==> src/rtl/page_commit_buf.sv <==
module page_commit_buf #(
  parameter int AW          = 8,
  parameter int DW          = 8,
  parameter int PW          = 4,
  parameter int PROG_CYCLES = 2000
) (
  input  logic          clk,
  input  logic          rst_n,
  input  logic          txn_start,
  input  logic          addr_load,
  input  logic [AW-1:0] addr_in,
  input  logic          byte_stb,
  input  logic [DW-1:0] byte_in,
  input  logic          stop_pulse,
  output logic          mem_we,
  output logic [AW-1:0] mem_addr,
  output logic [DW-1:0] mem_wdata,
  output logic          busy
);
  localparam int PD = 1 << PW;
  localparam int CW = $clog2(PROG_CYCLES + 1);

  logic [DW-1:0]    pbuf [PD];
  logic [PD-1:0]    valid;
  logic [AW-PW-1:0] page;
  logic [PW-1:0]    ptr;
  logic             busy_q;
  logic [CW-1:0]    cnt;

  wire [PW-1:0] scan     = cnt[PW-1:0];
  wire          scanning = busy_q && (cnt < CW'(PD));
  wire          accept   = !busy_q;

  assign busy      = busy_q;
  assign mem_we    = scanning && valid[scan];
  assign mem_addr  = {page, scan};
  assign mem_wdata = pbuf[scan];

  always_ff @(posedge clk) begin
    if (accept && byte_stb) pbuf[ptr] <= byte_in;
  end

  always_ff @(posedge clk or negedge rst_n) begin
    if (!rst_n) begin
      busy_q <= 1'b0;
      cnt    <= '0;
      valid  <= '0;
      page   <= '0;
      ptr    <= '0;
    end else if (busy_q) begin
      if (cnt == CW'(PROG_CYCLES - 1)) begin
        busy_q <= 1'b0;
        cnt    <= '0;
      end else begin
        cnt <= cnt + 1'b1;
      end
    end else begin
      if (txn_start) valid <= '0;
      if (addr_load) {page, ptr} <= addr_in;
      if (byte_stb) begin
        valid[ptr] <= 1'b1;
        ptr        <= ptr + 1'b1;
      end
      if (stop_pulse && |valid) begin
        busy_q <= 1'b1;
        cnt    <= '0;
      end
    end
  end
endmodule


==> config.mk <==
export PLATFORM = sky130hd
export DESIGN_NAME = page_commit_buf
export DESIGN_NICKNAME = d
export VERILOG_FILES = /design/src/rtl/page_commit_buf.sv
export SDC_FILE = /design/constraint.sdc
export NUM_CORES = 1
export LEC_CHECK = 0
export BUFFER_PORTS_ARGS = -buffer_cell sky130_fd_sc_hd__buf_4
export CORE_UTILIZATION = 30
export DETAILED_ROUTE_END_ITERATION = 10
export PLACE_DENSITY = 0.53
export SLEW_MARGIN = 40
export SYNTH_ARGS = -nofsm -noshare
export SYNTH_HDL_FRONTEND = slang
export SYNTH_SLANG_ARGS = --single-unit
==> constraint.sdc <==
create_clock -name clk -period 4.4 [get_ports clk]
set_clock_uncertainty 0.1 [all_clocks]
set_input_delay 0.66 -clock clk [delete_from_list [all_inputs] [get_ports clk]]
set_output_delay 0.66 -clock clk [all_outputs]
set_load 0.005 [all_outputs]
-- Word level (Yosys, flattened, before mapping)
Memories as Yosys holds them, arrays and structs flattened.
Cells that the tools add are included.
- reductions and logical operators: 11
- $lt $le $gt $ge: 4
- bitwise logic cells: 2
- multiplexer cells: 17
- add/subtract/negate cells: 2
- eq/ne operators: 1
- operators by type and width (cell ; number):
    16-bit two-way mux ; 3
    11-bit two-way mux ; 3
    16-bit bitwise OR ; 1
    16-bit OR reduction ; 1
    11-bit by 1-bit adder with 11-bit output, second input constant ; 1
    11-bit == test, second input constant ; 1
    11-bit by 5-bit less-than comparator with 1-bit output, second input constant ; 1
    4-bit by 5-bit less-than comparator with 1-bit output, second input constant ; 2
    4-bit two-way mux ; 2
    1-bit two-way mux ; 7
    1-bit logical AND ; 5
    4-bit by 1-bit adder with 4-bit output, second input constant ; 1
    1-bit binary-select mux with 4-bit select ; 1
    1-bit demux with 4-bit select ; 1
    4-bit by 1-bit >= comparator with 1-bit output, second input constant ; 1
    2-bit AND reduction ; 2
    2-bit nonzero test ; 2
    1-bit logical NOT ; 1
    1-bit NOT ; 1
- logic and storage cells: 43
- input port bits: 22
- RAM bits: 128
- memories kept: 1
- output and inout port bits: 18
- bits in registers: 36
- memory list (name ; depth ; width ; read ports ; clocked after Yosys merged registers in ; write ports ; RTL line ; source):
    pbuf ; 16 ; 8 ; 1 ; 0 ; 1 ; 23 ; logic [DW-1:0] pbuf [PD];

-- Depth between registers and ports, before layout
- word-level depth: 6
- mapped depth: 6
- gate-level depth less buffers: 5

-- Least setup slack after synthesis
Ideal clock, no wire load.
- path type: reg2out
- from: register cnt[0]
- to: output port mem_we
- arrival time: 1.768 ns
- required time: 3.640 ns
- path buffers: 1
- path slack: 1.872 ns
- stages on the path, launching flop included: 5
- path through: dfrtp_1 buf_6 mux4_2 mux4_2 and4_1
- cells in the longest elaborated chain, start to end: 3
- elaborated cells on any way between the ends: 5
- classes of those cells: 1 x order compare; 2 x mux; 2 x reduce/logical
- RTL lines (item ; RTL line ; source):
    start, declared ; 28 ; logic [CW-1:0] cnt;
    start signal, assigned ; 55 ; cnt <= cnt + 1'b1;
    11-bit by 5-bit less-than comparator with 1-bit output or 1-bit binary-select mux with 4-bit select (tied branches) ; 31, 35 ;
    1-bit logical AND or 1-bit two-way mux (tied branches) ; 31, 35 ;
    1-bit logical AND * ; 35 ; assign mem_we = scanning && valid[scan];
    end, declared ; 15 ; output logic mem_we,
Every way passes the cells marked *; elsewhere a longest branch is shown, timed or not. The select of a mux whose other input is x is not followed.

-- Final worst setup path
- from: register cnt[0]
- to: output port mem_wdata[0]
- cells in the longest elaborated chain, start to end: 1
- RTL lines (item ; RTL line ; source):
    memory 16 x 8 bit ; - ;
    end, declared ; 17 ; output logic [DW-1:0] mem_wdata,
No other way between the ends.

==> results.md <==
Synthesis:
- The post-synthesis sequential area ratio is 70.1%.
- After technology mapping, the gate count stands at 362.
- In the post-synthesis netlist, the biggest area contributors are edfxtp_1 (57%), mux4_2 (15%), dfrtp_1 (13%).
- Among all flip-flop cells after synthesis, the most frequent one is edfxtp_1.
- The number of flip-flops and latches in the synthesized netlist is 164.
- When the netlist entered floorplanning its net count stood at 389.
- After synthesis, the share of flip-flops with an asynchronous set or reset is 22.0%.
- For this run, the number of Yosys warnings is 0.
- The most numerous cell in the Yosys netlist is edfxtp_1.
- The average cell area after synthesis is 18.7 µm².
- The biggest area consumer among synthesized cells is edfxtp_1.
- Yosys mapped the design onto 42 distinct sky130hd cell types.
- Of the post-synthesis cell area, the dominant cell type holds 56.8%.
- In the synthesized netlist, the cells that appear most often are edfxtp_1 (128), mux4_2 (44), dfrtp_1 (36).
- The number of synthesized flops with an enable pin is 128.
- The cell area after technology mapping is 0.00676 mm².

Timing:
- Based on the critical path, the design can be clocked at up to 285 MHz.
- The final critical-path setup slack is 0.896 ns.
- The post-route clock period utilization is 79.6%.
- After routing, the total negative slack on setup checks comes to 0 ns.
- Setup violations remaining at the end of the flow were counted as 0.
- The total count of max-transition violations in the final report is 0.
- The transition time at the pin with the least slew margin is 0.748 ns.
- The hold violation total from the final report is 0.
- The worst relative slew slack is 49.7%.
- Counting I/O delays and the setup requirement, the final critical path takes 3.50 ns.
- Setup repair after global routing left no endpoint under its margin.

Clock tree:
- In this run, CTS created clock tree buffers numbering 17.
- The post-CTS setup buffer count is 0.
- The tree built by TritonCTS fans out to 164 sinks.
- The number of instances resized during post-cts repair is 0.
- The source-to-sink clock delay at the later pin of the worst-skew pair is 0.42 ns.
- CTS built an H-tree with a depth of 4.
- Clock-pin slew was measured on the worst setup and hold paths at 0.07 ns.
- The maximum root-to-sink buffer count is 2.
- The root buffer cell is clkbuf_16.
- After clock tree synthesis, the flow added hold-fix buffers numbering 0.
- The TritonCTS clock tree is done.

Hold path:
- The path category of the worst min-delay check is in -> async.

Placed design:
- Summed over all nets, the half-perimeter wirelength after detailed placement is 9490 µm.
- The placed cell count is 678.
- At the end of routability-driven placement, the weighted congestion stood at 0.706.
- The number of I/O port buffers is 39.
- At the placement stage, the worst setup path has a slack of 1.28 ns.

Routing:
- Dividing the detail-routed wire length by the instance count gives 21.1 µm.
- In the routed design, unresolved DRC markers number 2.
- In this run, the number of DRC markers left after iteration 0 of detailed routing was 411.
- For this block, the routed nets add up to 15000 µm of wire.
- Dividing the detail-routed via count by the number of cells gives 5.03.
- The detailed-routing iteration count for the pre-antenna-repair pass is 9.
- The routed layout has 3573 vias.
- The residual antenna-violating net count after detailed routing is 0.

Critical path:
- The worst setup path is launched from a register.
- STA classifies the critical path endpoint as an output pin.
- The setup check on the worst reg-to-reg path leaves a slack of 1.75 ns.
- For this design, the slowest cell found on the critical path is dfrtp_2.
- The most used cell along the critical path is mux4_2.
- For the worst setup path, the data required time is 3.64 ns.
- Traced cell by cell, the critical path runs through buf_12, mux4_2, mux4_2, buf_4.
- The delay of the slowest cell on the worst path is 0.84 ns.
- The setup path with the least slack is of type reg -> out.
- The critical path arrival is 2.74 ns.
- Along the worst path, the maximum fanout reaches 22.

Floorplan:
- From bottom edge to top edge, the die measures 152 µm.
- 40 I/O pins were placed.
- For this configuration, the core starts out at a cell density of 30.8%.
- The die covers 0.0232 mm².
- The core region is 0.0220 mm².
- Measured along the x axis, the die boundary spans 152 µm.
- The initialized floorplan defines 54 standard-cell rows.

Global route:
- The first global-routing pass estimated 23100 µm of wire.
- The via count of the first global-routing pass is 3699.
- The overall track demand over capacity in global routing is 13.6%.
- Summed over all layers, the global routing overflow is 0.
- The number of antenna violations at the first check in global routing is 1.
- Entering global routing, the biggest net connects 37 pins.

Power and ir drop:
- The analysis attributes to cell leakage a power of 0.00304 µW.
- The total power of the final layout is 3260 µW.
- The worst-case IR drop observed on VDD is 0.000205 V.
- Power spread over the standard cell area amounts to 405 mW/mm².

Outcome:
- The checks that failed: DRC.
- The flow ran to the end, but the final reports show violations.

Final layout:
- The area growth from synthesis to final layout is 18.9%.
- Of the cells placed in the final design, the portion with a size suffix greater than 1 is 33.5%.
- Once layout is complete, the utilization of the core stands at 36.6%.
- Leaving out filler cells and counting taps, the final layout contains 711.
- For this run, the post-layout net count is 444.
- The layout filler cell count is 1997.

Flow run:
- The number of max-capacitance violations reported is 0.
## state kept, by name, indices dropped and copies added (netlist names)
| signal | count |
|---|---|
| valid | 16 |
| ptr | 4 |
| busy | 1 |
| cnt | 11 |
| pbuf | 128 |
| page | 4 |
## report_power, final
| group | switching, µW | internal (µW) | leakage, µW |
|---|---|---|---|
| Sequential | 6.11 | 1670 | 0.00161 |
| Clock | 656 | 869 | 0.000296 |
| Combinational | 32.8 | 21.3 | 0.00113 |
## worst max-delay path: cells and delay by family, from the launching register on
| family | cells | cell delay, ns |
|---|---|---|
| buffers and inverters | 2 | 0.44 |
| DFF | 1 | 0.84 |
| muxes | 2 | 1.03 |
## per-stage QoR
step           hold WS [ns]  area [µm²]
6_report             0.0907        8040
5_1_grt               0.115        8040
4_1_cts               0.103        8040
3_5_place_dp          0.387        7420
3_3_place_gp          0.375        7420
2_1_floorplan         0.264        6760
## per-layer routing
layer  track usage [%]  up-vias  wire length, µm
li1                  -     1585                -
met1              17.0     1895             6270
met2              23.3       79             7860
met3              2.96       14              628
met4              4.71        0              214
met5                 0        -                0
## layout make-up
| cell class | count | area (µm²) | area share [%] |
|---|---|---|---|
| inverters | 4 | 15.0 | 0.187 |
| multi-input cells | 171 | 1860 | 23.1 |
| flip-flops and latches | 164 | 4750 | 59.0 |
| repair buffers | 59 | 455 | 5.66 |
| diodes | 1 | 2.50 | 0.0311 |
| clock buffers | 18 | 429 | 5.34 |
| well taps | 280 | 350 | 4.36 |
| clock inverters | 14 | 185 | 2.30 |
## placed cells by master, fill, tap and decap left out, types with 5 or more instances in the layout
cell	Yosys	final
edfxtp_1	128	128
buf_4	4	58
mux4_2	44	44
dfrtp_1	36	34
nor2_1	18	18
clkbuf_16	0	17
a21o_1	15	15
nand2_1	11	11
nor3_1	8	8
and3_1	8	8
nand3_1	7	7
inv_8	0	6
a211o_1	5	5
mux2_2	5	5
a21oi_1	5	5
ha_1	5	5
## final timing paths
path                             from           end  depth (start not counted)
max                            cnt[0]  mem_wdata[0]                          4
min                             rst_n        cnt[8]                          1
max reg2reg                    cnt[0]        cnt[7]                          5
min reg2reg                   page[1]       page[1]                          1
max in group asynchronous       rst_n        cnt[2]                          1
min in group clk           addr_in[5]       page[1]                          2
## logic make-up (layout without fill, tap and decap cells)
| logic type | after synthesis | in the layout | synth area share, % |
|---|---|---|---|
| flip-flops | 164 | 164 | 70.1 |
| AND/OR/NAND/NOR | 70 | 70 | 5.40 |
| multiplexers | 50 | 50 | 15.9 |
| AO/OA/AOI/OAI | 46 | 46 | 5.25 |
| buffers and inverters | 27 | 95 | 2.40 |
| adder cells (fa/ha/maj) | 5 | 5 | 0.925 |
| other | 0 | 1 | 0 |
Power figures use the tool's default switching activity.
